==> config.mk <==
export PLATFORM = sky130hd
export DESIGN_NAME = nextpc_unit
export DESIGN_NICKNAME = d
export VERILOG_FILES = /design/src/rtl/nextpc_pkg.sv /design/src/rtl/nextpc_offset_ext.sv /design/src/rtl/nextpc_select.sv /design/src/rtl/nextpc_word_reg.sv /design/src/rtl/nextpc_unit.sv
export SDC_FILE = /design/constraint.sdc
export NUM_CORES = 1
export LEC_CHECK = 0
export BUFFER_PORTS_ARGS = -buffer_cell sky130_fd_sc_hd__buf_2
export CORE_AREA = 5 5 108 110
export CTS_CLUSTER_SIZE = 12
export DETAILED_ROUTE_END_ITERATION = 7
export DIE_AREA = 0 0 113 115
export PLACE_DENSITY = 0.55
export SLEW_MARGIN = 20
export SYNTH_ARGS = -nofsm -noshare
export SYNTH_HDL_FRONTEND = slang
export SYNTH_SLANG_ARGS = --single-unit
==> constraint.sdc <==
create_clock -name clk -period 3.65 [get_ports clk]
set_clock_uncertainty 0.1 [all_clocks]
set_input_delay 0.1825 -clock clk [delete_from_list [all_inputs] [get_ports clk]]
set_output_delay 0.1825 -clock clk [all_outputs]
set_load 0.01 [all_outputs]
==> src/rtl/nextpc_pkg.sv <==
package nextpc_pkg;
   typedef enum logic {
      NPC_SEQ    = 1'b0,
      NPC_BRANCH = 1'b1
   } npc_src_e;
endpackage

==> src/rtl/nextpc_offset_ext.sv <==
module nextpc_offset_ext #(
   parameter int IMM_W  = 16,
   parameter int WORD_W = 30
) (
   input  logic [IMM_W-1:0]  imm,
   output logic [WORD_W-1:0] offset
);
   localparam int PAD_W = WORD_W - IMM_W;

   generate
      if (PAD_W > 0) begin : g_extend
         assign offset = {{PAD_W{imm[IMM_W-1]}}, imm};
      end else begin : g_pass
         assign offset = imm[WORD_W-1:0];
      end
   endgenerate
endmodule

==> src/rtl/nextpc_select.sv <==
module nextpc_select
   import nextpc_pkg::*;
#(
   parameter int WORD_W = 30
) (
   input  logic [WORD_W-1:0] cur_word,
   input  logic [WORD_W-1:0] offset,
   input  logic              br_sel,
   input  logic              cond_eq,
   output logic [WORD_W-1:0] next_word
);
   logic [WORD_W-1:0] seq_word;
   logic [WORD_W-1:0] tgt_word;
   npc_src_e          src;

   assign seq_word = cur_word + WORD_W'(1);
   assign tgt_word = seq_word + offset;

   always_comb begin
      src = (br_sel && cond_eq) ? NPC_BRANCH : NPC_SEQ;
      unique case (src)
         NPC_BRANCH: next_word = tgt_word;
         default:    next_word = seq_word;
      endcase
   end
endmodule

==> src/rtl/nextpc_word_reg.sv <==
module nextpc_word_reg #(
   parameter int WORD_W = 30
) (
   input  logic              clk,
   input  logic              rst,
   input  logic [WORD_W-1:0] d,
   output logic [WORD_W-1:0] q
);
   always_ff @(posedge clk) begin
      if (rst) q <= '0;
      else     q <= d;
   end
endmodule

==> src/rtl/nextpc_unit.sv <==
module nextpc_unit #(
   parameter int ADDR_W     = 32,
   parameter int ALIGN_BITS = 2,
   parameter int IMM_W      = 16
) (
   input  logic              clk,
   input  logic              rst,
   input  logic [IMM_W-1:0]  br_imm,
   input  logic              br_sel,
   input  logic              cond_eq,
   output logic [ADDR_W-1:0] fetch_addr
);
   localparam int WORD_W = ADDR_W - ALIGN_BITS;

   initial begin
      if (ALIGN_BITS < 1 || ALIGN_BITS >= ADDR_W)
         $fatal(1, "nextpc_unit: ALIGN_BITS out of range");
      if (IMM_W < 1 || IMM_W > WORD_W)
         $fatal(1, "nextpc_unit: IMM_W must fit in the word index");
   end

   logic [WORD_W-1:0] word_q;
   logic [WORD_W-1:0] word_d;
   logic [WORD_W-1:0] offset;

   nextpc_offset_ext #(.IMM_W(IMM_W), .WORD_W(WORD_W)) u_ext (
      .imm    (br_imm),
      .offset (offset)
   );

   nextpc_select #(.WORD_W(WORD_W)) u_sel (
      .cur_word  (word_q),
      .offset    (offset),
      .br_sel    (br_sel),
      .cond_eq   (cond_eq),
      .next_word (word_d)
   );

   nextpc_word_reg #(.WORD_W(WORD_W)) u_reg (
      .clk (clk),
      .rst (rst),
      .d   (word_d),
      .q   (word_q)
   );

   assign fetch_addr = {word_q, {ALIGN_BITS{1'b0}}};
endmodule

==> flow_summary.html, run 1 <==
<table>
<tr><th>Metric</th><th>Value</th></tr>
<tr><th colspan="2">Drt</th></tr>
<tr><td>DR WL/cell</td><td>15.6 microns</td></tr>
<tr><td>Violation count after the first detailed-route iteration</td><td>115</td></tr>
<tr><td>Post-route DRC</td><td>0</td></tr>
<tr><td>First-pass DRT Iterations</td><td>4</td></tr>
<tr><td>Final ANT Viol Nets</td><td>0</td></tr>
<tr><td>Routed wire length</td><td>10,500 microns</td></tr>
<tr><td>Vias per cell</td><td>5.12</td></tr>
<tr><td>Number of vias in the routed layout</td><td>3,469</td></tr>
<tr><th colspan="2">Floorplan</th></tr>
<tr><td>I/O Pins</td><td>52</td></tr>
<tr><td>Die Wd</td><td>113 microns</td></tr>
<tr><td>Starting density of the core</td><td>0.293</td></tr>
<tr><td>Total core area</td><td>10,600 sq um</td></tr>
<tr><td>Vertical extent of the die</td><td>115 microns</td></tr>
<tr><td>Row cnt</td><td>38</td></tr>
<tr><td>DIE AREA</td><td>13,000 sq um</td></tr>
<tr><th colspan="2">Hold path</th></tr>
<tr><td>Class of the most critical hold timing path</td><td>input pin to flip-flop</td></tr>
<tr><th colspan="2">GRT</th></tr>
<tr><td>Busiest grt layer</td><td>met2</td></tr>
<tr><td>Antenna violations before repair</td><td>0</td></tr>
<tr><td>Maximum number of pins on one net before global-route repair</td><td>48</td></tr>
<tr><td>Met2 usage in global routing</td><td>0.266</td></tr>
<tr><td>First-pass GRT wire length</td><td>16,300 microns</td></tr>
<tr><td>Final global-route overflow total</td><td>0</td></tr>
<tr><td>GR Layer Usage met1</td><td>0.202</td></tr>
<tr><td>GRT Util Overall</td><td>0.154</td></tr>
<tr><td>Via count of the first global-routing pass</td><td>3,348</td></tr>
<tr><td>Grt met3 use</td><td>0.0305</td></tr>
<tr><th colspan="2">STA</th></tr>
<tr><td>Slew at the pin closest to its max-slew limit</td><td>0.745 ns</td></tr>
<tr><td>Time the worst path needs with I/O delays and setup</td><td>3.55 ns</td></tr>
<tr><td>Max-slew violation count</td><td>0</td></tr>
<tr><td>Fin worst setup slack</td><td>0.101 ns</td></tr>
<tr><td>Slew Limit Headroom</td><td>0.504</td></tr>
<tr><td>Final Hold Fails</td><td>0</td></tr>
<tr><td>Maximum clock frequency</td><td>282 MHz</td></tr>
<tr><td>Setup repair after global routing missed its margin</td><td>yes</td></tr>
<tr><td>Post-route clock period utilization</td><td>0.972</td></tr>
<tr><td>Total setup violations reported at the end of the flow</td><td>0</td></tr>
<tr><th colspan="2">Power and ir drop</th></tr>
<tr><td>Maximum VDD drop</td><td>0.164 mV</td></tr>
<tr><td>Power density over cell area</td><td>301 nW/um^2</td></tr>
<tr><td>Power dissipated by switching net loads</td><td>0.000538 W</td></tr>
<tr><td>Pleak</td><td>2.16 nW</td></tr>
<tr><td>Combinational Power Share</td><td>0.497</td></tr>
<tr><td>Clock group share of total power</td><td>0.224</td></tr>
<tr><td>Portion of total power attributed to sequential cells</td><td>0.279</td></tr>
<tr><td>Internal power</td><td>0.000845 W</td></tr>
<tr><td>Share of total power consumed by net switching</td><td>0.389</td></tr>
<tr><th colspan="2">Layout</th></tr>
<tr><td>Largest register FFs</td><td>30</td></tr>
<tr><td>End-of-flow core utilization</td><td>0.433</td></tr>
<tr><td>Commonest non-fill, non-tap cell in the layout</td><td>buf_4</td></tr>
<tr><td>N_diodes</td><td>0</td></tr>
<tr><td>Register bank with the most flops</td><td>u_reg.q</td></tr>
<tr><td>Area Growth Syn to Fin</td><td>48.0%</td></tr>
<tr><td>Biggest registers after layout</td><td>u_reg.q: 30 flops</td></tr>
<tr><td>Share of layout cells above drive strength 1</td><td>0.383</td></tr>
<tr><td>Most frequent cells in the layout</td><td>buf_4, buf_2, nor2_1, ha_1, nand2_1</td></tr>
<tr><td>Final-stage net count</td><td>595</td></tr>
<tr><th colspan="2">Worst setup path</th></tr>
<tr><td>Maximum fanout count along the critical path</td><td>5</td></tr>
<tr><td>Crit path DAT</td><td>3.70 ns</td></tr>
<tr><td>Type of the setup path with the least slack</td><td>flip-flop to flip-flop</td></tr>
<tr><td>CP startpoint kind</td><td>flip-flop</td></tr>
<tr><td>Critical Path End Type</td><td>flip-flop</td></tr>
<tr><td>Endpoint required time on the critical path</td><td>3.80 ns</td></tr>
<tr><th colspan="2">CTS</th></tr>
<tr><td>TritonCTS clock tree</td><td>built</td></tr>
<tr><td>Later-pin clock latency in the skew report</td><td>0.30 ns</td></tr>
<tr><td># clock sinks</td><td>30</td></tr>
<tr><td>Clock Pin Slew Worst Setup and Hold Paths</td><td>0.08 ns</td></tr>
<tr><td>Number of CTS-inserted buffers</td><td>5</td></tr>
<tr><td>Clock Path Buffers</td><td>2</td></tr>
<tr><td>Cts-stage hold buffer count</td><td>0</td></tr>
<tr><td>Cell chosen for the clock root</td><td>clkbuf_8</td></tr>
<tr><td>H-tree depth reported by CTS</td><td>2</td></tr>
<tr><th colspan="2">Status</th></tr>
<tr><td>Run status</td><td>finished, final reports clean</td></tr>
<tr><th colspan="2">Yosys</th></tr>
<tr><td>Distinct cells, synth</td><td>52</td></tr>
<tr><td>Number of synthesized register bits</td><td>30</td></tr>
<tr><td>Average cell area after synthesis</td><td>7.75 sq um</td></tr>
<tr><td>Synth async-reset ratio</td><td>0</td></tr>
<tr><td>Post-synthesis sequential area ratio</td><td>0.194</td></tr>
<tr><td>Warnings from Yosys</td><td>0</td></tr>
<tr><td>Post-Synthesis Cells</td><td>400</td></tr>
<tr><td>Number of synthesized flops with an enable pin</td><td>0</td></tr>
<tr><td>Synth Flop Type</td><td>dfxtp_1</td></tr>
<tr><td>Netlist area before placement</td><td>3100 sq um</td></tr>
<tr><th colspan="2">Placement</th></tr>
<tr><td>Worst setup slack before clock tree synthesis</td><td>-0.158 ns</td></tr>
<tr><td>Port Buffer Count</td><td>49</td></tr>
<tr><td>Final Wtd Congestion</td><td>0.982</td></tr>
<tr><td>Final HPWL from detailed placement</td><td>7990 microns</td></tr>
<tr><th colspan="2">Run</th></tr>
<tr><td>Max cap viols</td><td>0</td></tr>
</table>
## power groups by stage
stage               Clock [W]  Sequential (W)  Combinational, W
floorplan                   0        0.000406          0.000350
global placement            0        0.000389          0.000611
detailed placement          0        0.000390          0.000612
CTS                  0.000316        0.000383          0.000622
global route         0.000329        0.000390          0.000752
finish               0.000309        0.000386          0.000687
## synthesized netlist by cell type (all sizes together), types with 2 or more instances
master  number  area, sq um
nor2        50          188
ha          37          463
xnor2       37          324
nand2       33          126
dfxtp       30          601
a21oi       28          144
a211oi      25          193
a21o        19          143
o21ai       17         88.8
nand4       16          100
nand3       14         70.1
xor2        12          105
clkbuf       9         33.8
buf          7         35.0
inv          7         26.3
and3         6         37.5
o21bai       6         45.0
nor3         5         25.0
and2         4         25.0
o31ai        4         30.0
a221o        3         30.0
a31oi        3         25.0
nor4         3         18.8
a311oi       2         23.8
and4         2         17.5
nor3b        2         20.0
nor4b        2         17.5
o21a         2         15.0
o31a         2         17.5
or3          2         13.8
## metrics by stage
stage | std cells | area (sq um) | setup TNS, ns | total power [W] | hold WS [ns]
floorplan | 401 | 3120 | 0 | 0.000756 | 0.377
global placement | 654 | 4070 | -0.109 | 0.00100 | 0.520
global route | 678 | 4590 | -0.140 | 0.00147 | 0.312
detailed placement | 654 | 4070 | -0.190 | 0.00100 | 0.527
finish | 678 | 4590 | 0 | 0.00138 | 0.240
CTS | 664 | 4220 | 0 | 0.00132 | 0.234
## logic make-up after synthesis
| group | after synthesis | share of synthesized area |
|---|---|---|
| and+or+nand+nor | 143 | 0.222 |
| AOI/OAI and AO/OA | 116 | 0.258 |
| xor gates and xnor gates | 49 | 0.138 |
| adders and majority gates | 38 | 0.156 |
| DFF | 30 | 0.194 |
| buffers and inverters | 23 | 0.0307 |
| other | 1 | 0.00121 |
## layout make-up
type / count / area [sq um]
clock buffer: 6 / 82.6
clock inverter: 2 / 12.5
fill: 1072 / 6010
inverter: 7 / 26.3
multi-input combinational: 348 / 2720
sequential: 30 / 604
tap: 140 / 175
timing repair buffer: 145 / 973
## path summary, 6_finish.rpt
path	from	to	slack, ns	cells past startpoint
max	u_reg.q[3]$_SDFF_PP0_	u_reg.q[26]$_SDFF_PP0_	0.10	16
min	br_imm[1]	u_reg.q[1]$_SDFF_PP0_	0.24	4
min reg2reg	u_reg.q[13]$_SDFF_PP0_	u_reg.q[13]$_SDFF_PP0_	0.57	3
max reg2reg	u_reg.q[3]$_SDFF_PP0_	u_reg.q[26]$_SDFF_PP0_	0.10	16
## layer usage
metal	vias up	wire length, microns
li1	1752	-
met4	0	145
met3	16	522
met5	-	0
met1	1624	4910
met2	77	4970
## worst max-delay path, cell delays in order (launching register included)
cell	delay, ns
dfxtp_2	0.33
and3_4	0.18
and2_4	0.17
and3_1	0.18
nand2_1	0.09
xnor2_2	0.20
ha_1	0.28
a2111o_1	0.41
a21oi_1	0.15
buf_4	0.16
o31a_1	0.21
o21ai_2	0.11
a311oi_2	0.26
buf_4	0.17
o41ai_2	0.07
nor4b_1	0.26
a221o_1	0.15
## what timing repair did
action	CTS	global route
buffers inserted	2	14
gates resized for setup	8	46
pin swaps	5	30
endpoints found under the setup margin	3	9
Note: power is estimated with default switching activity, not from simulation.
==> run 2: changes to the inputs <==
--- a/config.mk
+++ b/config.mk
@@ -6,11 +6,12 @@
 export NUM_CORES = 1
 export LEC_CHECK = 0
 export BUFFER_PORTS_ARGS = -buffer_cell sky130_fd_sc_hd__buf_2
-export CORE_AREA = 5 5 108 110
+export CORE_AREA = 5 5 97 122
 export CTS_CLUSTER_SIZE = 12
 export DETAILED_ROUTE_END_ITERATION = 7
-export DIE_AREA = 0 0 113 115
+export DIE_AREA = 0 0 102 127
 export PLACE_DENSITY = 0.55
+export REMOVE_ABC_BUFFERS = 1
 export SLEW_MARGIN = 20
 export SYNTH_ARGS = -nofsm -noshare
 export SYNTH_HDL_FRONTEND = slang
==> run 2 against run 1 <==
Core utilization fell by 1.3 points. Sequential share of layout area rose by 0.65 points. Register-to-register slack got worse by 0.02 ns. Count of clock-buffer cells in the layout did not move. Die area fell by 0.32%. Clock power rose by 60%. Combinational power fell by 9.0%. Sequential power rose by 2%. Worst setup slack got worse by 0.016 ns. Hold slack got worse by 0.070 ns. Non-clock buffer count fell by 33. Critical endpoint is now u_reg.q[29]$_SDFF_PP0_. Routed wire length fell by 2.2%.
==> flow_summary.html, run 2 (synthesis results as in run 1) <==
<table>
<tr><th>Metric</th><th>Value</th></tr>
<tr><th colspan="2">Status</th></tr>
<tr><td>Run status</td><td>finished, final reports clean</td></tr>
<tr><th colspan="2">Floorplan</th></tr>
<tr><td>I/O Pins</td><td>52 (unchanged)</td></tr>
<tr><td>Vertical extent of the die</td><td>127 microns (+10%)</td></tr>
<tr><td>Row cnt</td><td>42 (+11%)</td></tr>
<tr><td>Die Wd</td><td>102 microns (-9.7%)</td></tr>
<tr><td>Total core area</td><td>10,500 sq um (-1.4%)</td></tr>
<tr><td>Starting density of the core</td><td>0.297 (+0.00406)</td></tr>
<tr><td>DIE AREA</td><td>13,000 sq um (-0.32%)</td></tr>
<tr><th colspan="2">GRT</th></tr>
<tr><td>Via count of the first global-routing pass</td><td>3,412 (+1.9%)</td></tr>
<tr><td>Antenna violations before repair</td><td>0 (unchanged)</td></tr>
<tr><td>Busiest grt layer</td><td>met2</td></tr>
<tr><td>Maximum number of pins on one net before global-route repair</td><td>26 (-46%)</td></tr>
<tr><td>GR Layer Usage met1</td><td>0.195 (-0.00632)</td></tr>
<tr><td>Final global-route overflow total</td><td>0 (unchanged)</td></tr>
<tr><td>Met2 usage in global routing</td><td>0.266 (-0.000598)</td></tr>
<tr><td>First-pass GRT wire length</td><td>16,200 microns (-0.93%)</td></tr>
<tr><td>GRT Util Overall</td><td>0.154 (-0.000731)</td></tr>
<tr><td>Grt met3 use</td><td>0.0218 (-0.00872)</td></tr>
<tr><th colspan="2">Hold path</th></tr>
<tr><td>Beginning of the worst hold path</td><td>rst</td></tr>
<tr><td>WHS Path Cells</td><td>2 (-2)</td></tr>
<tr><td>Class of the most critical hold timing path</td><td>input pin to flip-flop</td></tr>
<tr><td>WHS Endpoint</td><td>u_reg.q[25]$_SDFF_PP0_</td></tr>
<tr><th colspan="2">Worst setup path</th></tr>
<tr><td>Worst path cell trace</td><td>and3_4, and2_4, nand3_4, nor2_1, buf_4, nand2_2, xnor2_2, ha_1, nand2_2, or3_1, or4_4, a21oi_4, o21ai_2, a31oi_2, o21ai_1, a31oi_4, nor3b_2</td></tr>
<tr><td>Type of the setup path with the least slack</td><td>flip-flop to flip-flop</td></tr>
<tr><td>CP startpoint kind</td><td>flip-flop</td></tr>
<tr><td>Slowest Stage Delay on Critical Path</td><td>0.45 ns (+0.04 ns)</td></tr>
<tr><td>RR Endpoint</td><td>u_reg.q[29]$_SDFF_PP0_</td></tr>
<tr><td>Endpoint required time on the critical path</td><td>3.70 ns (-0.10 ns)</td></tr>
<tr><td>Path depth of the worst reg2reg path</td><td>17 (+1)</td></tr>
<tr><td>Cell seen most often among critical-path stages</td><td>nand2_2</td></tr>
<tr><td>Critical Path End Type</td><td>flip-flop</td></tr>
<tr><td>Critical R2R Launch</td><td>u_reg.q[3]$_SDFF_PP0_</td></tr>
<tr><td>Slowest cell on crit path</td><td>or4_4</td></tr>
<tr><td>Maximum fanout count along the critical path</td><td>5 (unchanged)</td></tr>
<tr><td>Crit path DAT</td><td>3.62 ns (-0.08 ns)</td></tr>
<tr><td>Worst reg-to-reg setup slack</td><td>0.09 ns (-0.02 ns)</td></tr>
<tr><th colspan="2">CTS</th></tr>
<tr><td>Clock Pin Slew Worst Setup and Hold Paths</td><td>0.05 ns (-0.03 ns)</td></tr>
<tr><td># clock sinks</td><td>30 (unchanged)</td></tr>
<tr><td>Clock Path Buffers</td><td>2 (unchanged)</td></tr>
<tr><td>Cell chosen for the clock root</td><td>clkbuf_16</td></tr>
<tr><td>H-tree depth reported by CTS</td><td>2 (unchanged)</td></tr>
<tr><td>Later-pin clock latency in the skew report</td><td>0.28 ns (-0.02 ns)</td></tr>
<tr><td>Cts-stage hold buffer count</td><td>0 (unchanged)</td></tr>
<tr><td>Number of CTS-inserted buffers</td><td>5 (unchanged)</td></tr>
<tr><td>TritonCTS clock tree</td><td>built</td></tr>
<tr><th colspan="2">Drt</th></tr>
<tr><td>DR WL/cell</td><td>16.2 microns (+4.3%)</td></tr>
<tr><td>Routed wire length</td><td>10,300 microns (-2.2%)</td></tr>
<tr><td>Violation count after the first detailed-route iteration</td><td>103 (-10%)</td></tr>
<tr><td>Final ANT Viol Nets</td><td>0 (unchanged)</td></tr>
<tr><td>Number of vias in the routed layout</td><td>3,338 (-3.8%)</td></tr>
<tr><td>Vias per cell</td><td>5.25 (+2.6%)</td></tr>
<tr><td>Post-route DRC</td><td>0 (unchanged)</td></tr>
<tr><td>First-pass DRT Iterations</td><td>4 (unchanged)</td></tr>
<tr><th colspan="2">Layout</th></tr>
<tr><td>Largest register FFs</td><td>30 (unchanged)</td></tr>
<tr><td>Final-stage net count</td><td>562 (-5.5%)</td></tr>
<tr><td>Area Growth Syn to Fin</td><td>41.6%</td></tr>
<tr><td>FILL cells</td><td>1,081 (+0.84%)</td></tr>
<tr><td>N_diodes</td><td>0 (unchanged)</td></tr>
<tr><td>Most frequent cells in the layout</td><td>buf_4, buf_2, nor2_1, ha_1</td></tr>
<tr><td>Biggest registers after layout</td><td>u_reg.q: 30 flops</td></tr>
<tr><td>End-of-flow core utilization</td><td>0.420 (-0.0128)</td></tr>
<tr><td>Commonest non-fill, non-tap cell in the layout</td><td>buf_4</td></tr>
<tr><td>Register bank with the most flops</td><td>u_reg.q</td></tr>
<tr><td>Share of layout cells above drive strength 1</td><td>0.341 (-0.0416)</td></tr>
<tr><th colspan="2">STA</th></tr>
<tr><td>Post-route clock period utilization</td><td>0.977 (+0.00429)</td></tr>
<tr><td>Slew Limit Headroom</td><td>0.487 (-0.0166)</td></tr>
<tr><td>Max-slew violation count</td><td>0 (unchanged)</td></tr>
<tr><td>Setup repair after global routing missed its margin</td><td>yes</td></tr>
<tr><td>Final Hold Fails</td><td>0 (unchanged)</td></tr>
<tr><td>Total setup violations reported at the end of the flow</td><td>0 (unchanged)</td></tr>
<tr><td>Maximum clock frequency</td><td>281 MHz (-0.44%)</td></tr>
<tr><td>Worst Hold Slack</td><td>0.170 ns (-0.0703 ns)</td></tr>
<tr><td>Slew at the pin closest to its max-slew limit</td><td>0.770 ns (+0.0249 ns)</td></tr>
<tr><td>Time the worst path needs with I/O delays and setup</td><td>3.56 ns (+0.0157 ns)</td></tr>
<tr><th colspan="2">Power and ir drop</th></tr>
<tr><td>Maximum VDD drop</td><td>0.171 mV (+4.1%)</td></tr>
<tr><td>Pleak</td><td>2.00 nW (-7.2%)</td></tr>
<tr><td>Power density over cell area</td><td>344 nW/um^2 (+14%)</td></tr>
<tr><th colspan="2">Placement</th></tr>
<tr><td>Port Buffer Count</td><td>49 (unchanged)</td></tr>
<tr><td>Final HPWL from detailed placement</td><td>7900 microns (-1.1%)</td></tr>
<tr><td>Final Wtd Congestion</td><td>0.859 (-13%)</td></tr>
<tr><th colspan="2">Run</th></tr>
<tr><td>Max cap viols</td><td>0 (unchanged)</td></tr>
</table>
==> run 2: routing by layer <==
layer  routed length [microns]  vias up
met5                         0        -
met4                       153        0
met3                       435       14
met2                      5260       82
met1                      4470     1570
li1                          -     1672
==> run 2: worst max-delay path by stage <==
stage / startpoint / end / depth (start not counted)
6_report: u_reg.q[3]$_SDFF_PP0_ / u_reg.q[29]$_SDFF_PP0_ / 17
5_1_grt: u_reg.q[11]$_SDFF_PP0_ / u_reg.q[28]$_SDFF_PP0_ / 15
4_1_cts: u_reg.q[2]$_SDFF_PP0_ / u_reg.q[27]$_SDFF_PP0_ / 18
3_5_place_dp: u_reg.q[2]$_SDFF_PP0_ / u_reg.q[27]$_SDFF_PP0_ / 17
3_3_place_gp: u_reg.q[3]$_SDFF_PP0_ / u_reg.q[29]$_SDFF_PP0_ / 16
2_1_floorplan: u_reg.q[2]$_SDFF_PP0_ / u_reg.q[29]$_SDFF_PP0_ / 16
==> run 2: repair_timing <==
item	CTS	global route
setup buffers	3	7
setup endpoints to repair	6	11
pin swaps	4	34
gates resized for setup	11	47
==> run 2: per-stage QoR <==
step | TNS, ns | setup slack, ns | std cells | area, sq um | power [W]
after floorplan | -0.0386 | -0.0386 | 385 | 3040 | 0.000746
after global placement | -0.262 | -0.118 | 619 | 3840 | 0.000948
after detailed placement | -0.541 | -0.202 | 619 | 3840 | 0.000954
after CTS | -0.0127 | -0.0127 | 629 | 4080 | 0.00147
after global routing | -0.208 | -0.0696 | 636 | 4390 | 0.00161
final | 0 | 0.0852 | 636 | 4390 | 0.00151
==> run 2: power breakdown <==
| group | switching, W | leakage (nW) | internal, W |
|---|---|---|---|
| sequential | 0.0000336 | 0.249 | 0.000358 |
| combinational | 0.000332 | 1.67 | 0.000293 |
| clock | 0.000158 | 0.0829 | 0.000337 |
| total | 0.000524 | 2.00 | 0.000987 |
==> run 2: worst max-delay path, delay by kind of cell, from the launching register on <==
kind | cells | cell delay, ns
AND/OR/NAND/NOR | 9 | 1.55
flip-flops | 1 | 0.33
buffers and inverters | 1 | 0.16
AO/OA/AOI/OAI | 5 | 0.86
XOR/XNOR | 1 | 0.13
adder cells (fa/ha/maj) | 1 | 0.32
==> run 2: final cells by class <==
type	count	area, sq um	area share
multi-input combinational	348	2700	0.615
timing repair buffer	112	722	0.164
sequential	30	607	0.138
tap	132	165	0.0376
clock buffer	6	139	0.0316
clock inverter	1	30.0	0.00684
inverter	7	26.3	0.00598
==> run 3: changes to the inputs <==
--- a/config.mk
+++ b/config.mk
@@ -6,11 +6,11 @@
 export NUM_CORES = 1
 export LEC_CHECK = 0
 export BUFFER_PORTS_ARGS = -buffer_cell sky130_fd_sc_hd__buf_2
-export CORE_AREA = 5 5 97 122
+export CORE_AREA = 5 5 76 95
 export CTS_CLUSTER_SIZE = 12
 export DETAILED_ROUTE_END_ITERATION = 7
-export DIE_AREA = 0 0 102 127
-export PLACE_DENSITY = 0.55
+export DIE_AREA = 0 0 81 100
+export PLACE_DENSITY = 0.81
 export REMOVE_ABC_BUFFERS = 1
 export SLEW_MARGIN = 20
 export SYNTH_ARGS = -nofsm -noshare
==> run 3 against run 2 <==
The flow now finishes with violations (negative setup slack). Cell count fell by 6.4%. First-iteration DRC count rose to 2.6 times the previous value. Design area fell by 2.1%. Power fell by 13%. Critical path type unchanged. Routed wire length barely moved. Count of clock-buffer cells in the layout did not move. Hold slack improved by 0.086 ns. Highest routed layer unchanged. Core utilization rose by 28 points. Non-clock buffer count rose by 7.
==> flow_summary.html, run 3 (synthesis results as in run 1) <==
<table>
<tr><th>Metric</th><th>Value</th></tr>
<tr><th colspan="2">STA</th></tr>
<tr><td>Max-slew violation count</td><td>0 (unchanged)</td></tr>
<tr><td>Post-route clock period utilization</td><td>1.00 (+0.0271)</td></tr>
<tr><td>Time the worst path needs with I/O delays and setup</td><td>3.66 ns (+0.0991 ns)</td></tr>
<tr><td>Setup repair after global routing missed its margin</td><td>yes</td></tr>
<tr><td>Slew at the pin closest to its max-slew limit</td><td>0.738 ns (-0.0311 ns)</td></tr>
<tr><td>Maximum clock frequency</td><td>273 MHz (-2.7%)</td></tr>
<tr><td>Total setup violations reported at the end of the flow</td><td>2 (+2)</td></tr>
<tr><td>Final Hold Fails</td><td>0 (unchanged)</td></tr>
<tr><td>Summed negative setup slack over all endpoints</td><td>-0.0198 ns (-0.0198 ns)</td></tr>
<tr><td>Slew Limit Headroom</td><td>0.508 (+0.0207)</td></tr>
<tr><td>Worst Hold Slack</td><td>0.256 ns (+0.0862 ns)</td></tr>
<tr><td>Fin worst setup slack</td><td>-0.0139 ns (-0.0991 ns)</td></tr>
<tr><th colspan="2">Floorplan</th></tr>
<tr><td>Vertical extent of the die</td><td>100 microns (-21%)</td></tr>
<tr><td>Total core area</td><td>6170 sq um (-41%)</td></tr>
<tr><td>Die Wd</td><td>81 microns (-21%)</td></tr>
<tr><td>I/O Pins</td><td>52 (unchanged)</td></tr>
<tr><td>DIE AREA</td><td>8100 sq um (-37%)</td></tr>
<tr><td>Row cnt</td><td>32 (-24%)</td></tr>
<tr><td>Starting density of the core</td><td>0.503 (+0.206)</td></tr>
<tr><th colspan="2">CTS</th></tr>
<tr><td>Clock Pin Slew Worst Setup and Hold Paths</td><td>0.07 ns (+0.02 ns)</td></tr>
<tr><td>TritonCTS clock tree</td><td>built</td></tr>
<tr><td>Clock Path Buffers</td><td>2 (unchanged)</td></tr>
<tr><td># clock sinks</td><td>30 (unchanged)</td></tr>
<tr><td>Number of CTS-inserted buffers</td><td>5 (unchanged)</td></tr>
<tr><td>H-tree depth reported by CTS</td><td>2 (unchanged)</td></tr>
<tr><td>Later-pin clock latency in the skew report</td><td>0.29 ns (about the same)</td></tr>
<tr><td>Cts-stage hold buffer count</td><td>0 (unchanged)</td></tr>
<tr><td>Cell chosen for the clock root</td><td>clkbuf_8</td></tr>
<tr><th colspan="2">Layout</th></tr>
<tr><td>Biggest registers after layout</td><td>u_reg.q: 30 flops</td></tr>
<tr><td>Most frequent cells in the layout</td><td>buf_4, buf_2, nor2_1, ha_1, xnor2_1</td></tr>
<tr><td>Multi-input gate area</td><td>2700 sq um (about the same)</td></tr>
<tr><td>Largest register FFs</td><td>30 (unchanged)</td></tr>
<tr><td>N_diodes</td><td>0 (unchanged)</td></tr>
<tr><td>Share of layout cells above drive strength 1</td><td>0.363 (+0.0215)</td></tr>
<tr><td>Final-stage net count</td><td>569 (+1.2%)</td></tr>
<tr><td>Area Growth Syn to Fin</td><td>38.6%</td></tr>
<tr><td>Register bank with the most flops</td><td>u_reg.q</td></tr>
<tr><td>Final std cells w/o fill</td><td>595 (-6.4%)</td></tr>
<tr><td>Commonest non-fill, non-tap cell in the layout</td><td>buf_4</td></tr>
<tr><td>Seq. cell area</td><td>608 sq um (+0.21%)</td></tr>
<tr><td>End-of-flow core utilization</td><td>0.697 (+0.277)</td></tr>
<tr><td>FILL cells</td><td>499 (-54%)</td></tr>
<tr><th colspan="2">Power and ir drop</th></tr>
<tr><td>Power dissipated by switching net loads</td><td>0.000515 W (-1.8%)</td></tr>
<tr><td>Pleak</td><td>1.99 nW (-0.33%)</td></tr>
<tr><td>Internal power</td><td>0.000803 W (-19%)</td></tr>
<tr><td>Maximum VDD drop</td><td>0.191 mV (+12%)</td></tr>
<tr><td>Share of total power consumed by net switching</td><td>0.391 (+0.0438)</td></tr>
<tr><td>Clock group share of total power</td><td>0.213 (-0.114)</td></tr>
<tr><td>Combinational Power Share</td><td>0.493 (+0.080)</td></tr>
<tr><td>Portion of total power attributed to sequential cells</td><td>0.294 (+0.035)</td></tr>
<tr><td>Power density over cell area</td><td>307 nW/um^2 (-11%)</td></tr>
<tr><th colspan="2">Worst setup path</th></tr>
<tr><td>Type of the setup path with the least slack</td><td>flip-flop to flip-flop</td></tr>
<tr><td>Crit path DAT</td><td>3.71 ns (+0.09 ns)</td></tr>
<tr><td>Maximum fanout count along the critical path</td><td>5 (unchanged)</td></tr>
<tr><td>CP startpoint kind</td><td>flip-flop</td></tr>
<tr><td>Path depth of the worst reg2reg path</td><td>16 (-1)</td></tr>
<tr><td>Endpoint required time on the critical path</td><td>3.70 ns (about the same)</td></tr>
<tr><td>Worst reg-to-reg setup slack</td><td>-0.01 ns (-0.10 ns)</td></tr>
<tr><td>Critical R2R Launch</td><td>u_reg.q[3]$_SDFF_PP0_</td></tr>
<tr><td>Critical Path End Type</td><td>flip-flop</td></tr>
<tr><td>RR Endpoint</td><td>u_reg.q[29]$_SDFF_PP0_</td></tr>
<tr><th colspan="2">GRT</th></tr>
<tr><td>Final global-route overflow total</td><td>0 (unchanged)</td></tr>
<tr><td>First-pass GRT wire length</td><td>15,000 microns (-7.3%)</td></tr>
<tr><td>Maximum number of pins on one net before global-route repair</td><td>37 (+42%)</td></tr>
<tr><td>GRT Util Overall</td><td>0.231 (+0.0774)</td></tr>
<tr><td>Antenna violations before repair</td><td>0 (unchanged)</td></tr>
<tr><td>Via count of the first global-routing pass</td><td>3,363 (-1.4%)</td></tr>
<tr><th colspan="2">Drt</th></tr>
<tr><td>Vias per cell</td><td>6.03 (+15%)</td></tr>
<tr><td>First-pass DRT Iterations</td><td>6 (+2)</td></tr>
<tr><td>Violation count after the first detailed-route iteration</td><td>269 (+160%)</td></tr>
<tr><td>Post-route DRC</td><td>0 (unchanged)</td></tr>
<tr><td>Final ANT Viol Nets</td><td>0 (unchanged)</td></tr>
<tr><td>Number of vias in the routed layout</td><td>3,587 (+7.5%)</td></tr>
<tr><td>DR WL/cell</td><td>17.3 microns (+6.9%)</td></tr>
<tr><td>Routed wire length</td><td>10,300 microns (about the same)</td></tr>
<tr><th colspan="2">Run</th></tr>
<tr><td>Max cap viols</td><td>0 (unchanged)</td></tr>
<tr><th colspan="2">Status</th></tr>
<tr><td>Run status</td><td>finished with violations</td></tr>
<tr><td>Failing checks</td><td>negative setup slack</td></tr>
<tr><th colspan="2">Hold path</th></tr>
<tr><td>WHS Path Cells</td><td>4 (+2)</td></tr>
<tr><td>Class of the most critical hold timing path</td><td>input pin to flip-flop</td></tr>
<tr><td>WHS Endpoint</td><td>u_reg.q[0]$_SDFF_PP0_</td></tr>
<tr><td>Beginning of the worst hold path</td><td>br_imm[0]</td></tr>
<tr><th colspan="2">Placement</th></tr>
<tr><td>Port Buffer Count</td><td>49 (unchanged)</td></tr>
<tr><td>Final HPWL from detailed placement</td><td>7030 microns (-11%)</td></tr>
<tr><td>Worst setup slack before clock tree synthesis</td><td>-0.303 ns (-0.101 ns)</td></tr>
<tr><td># placed instances</td><td>567 (-8.4%)</td></tr>
<tr><td>Final Wtd Congestion</td><td>0.925 (+7.7%)</td></tr>
</table>
[run 3: cell types whose count changed in the layout (fill, tap and decap cells not counted), moves of 3 or more]
| cell | delta |
|---|---|
| a21oi_1 | -3 |
| a21oi_2 | +3 |
| buf_4 | +7 |
| clkbuf_16 | -5 |
| clkbuf_8 | +5 |
[run 3: worst max-delay path by stage]
stage	slack, ns	endpoint	startpoint
global placement	-0.11	u_reg.q[29]$_SDFF_PP0_	u_reg.q[3]$_SDFF_PP0_
finish	-0.01	u_reg.q[29]$_SDFF_PP0_	u_reg.q[3]$_SDFF_PP0_
floorplan	-0.04	u_reg.q[29]$_SDFF_PP0_	u_reg.q[2]$_SDFF_PP0_
CTS	0.01	u_reg.q[29]$_SDFF_PP0_	u_reg.q[4]$_SDFF_PP0_
detailed placement	-0.30	u_reg.q[29]$_SDFF_PP0_	u_reg.q[3]$_SDFF_PP0_
global route	-0.21	u_reg.q[29]$_SDFF_PP0_	u_reg.q[3]$_SDFF_PP0_
[run 3: layer usage]
metal | GRT usage | vias up | wire (microns)
met5 | 0 | - | 0
met4 | 0.107 | 0 | 421
met3 | 0.0404 | 37 | 594
met2 | 0.423 | 164 | 5340
met1 | 0.253 | 1697 | 3970
li1 | - | 1689 | -
[run 3: layout make-up]
type | count | share of cell area
Inverter | 7 | 0.00611
Tap cell | 85 | 0.0247
Multi-Input combinational cell | 348 | 0.628
Clock buffer | 6 | 0.0192
Sequential cell | 30 | 0.141
Timing Repair Buffer | 119 | 0.180
[run 3: metrics by stage]
step                power (W)  cell area, sq um
floorplan            0.000746              3040
global placement     0.000933              3750
detailed placement   0.000945              3750
CTS                   0.00124              3910
global route          0.00139              4300
finish                0.00132              4300
[run 3: critical path: stages (launching register included)]
cell and delay (ns):
dfxtp_2 0.34, and3_4 0.19, and2_4 0.19, nand3_4 0.10
nor2_4 0.20, nand2_2 0.09, xnor2_2 0.15, ha_1 0.35
nand2_2 0.09, or3_1 0.34, or4_4 0.45, a21oi_4 0.19
o21ai_2 0.09, a31oi_2 0.19, or3_4 0.18, nand4_1 0.09
nor3b_2 0.19
[run 3: power by group through the flow]
stage               sequential (W)  combinational [W]  clock, W
floorplan                 0.000405           0.000341         0
global placement          0.000388           0.000545         0
detailed placement        0.000389           0.000556         0
CTS                       0.000383           0.000569  0.000284
global route              0.000390           0.000701  0.000297
finish                    0.000387           0.000650  0.000281
[run 3: repair_timing]
action	in CTS	in global routing
buffers inserted	2	20
hold endpoints to repair	0	0
pin swaps	4	33
gates resized for setup	14	52
endpoints found under the setup margin	11	10
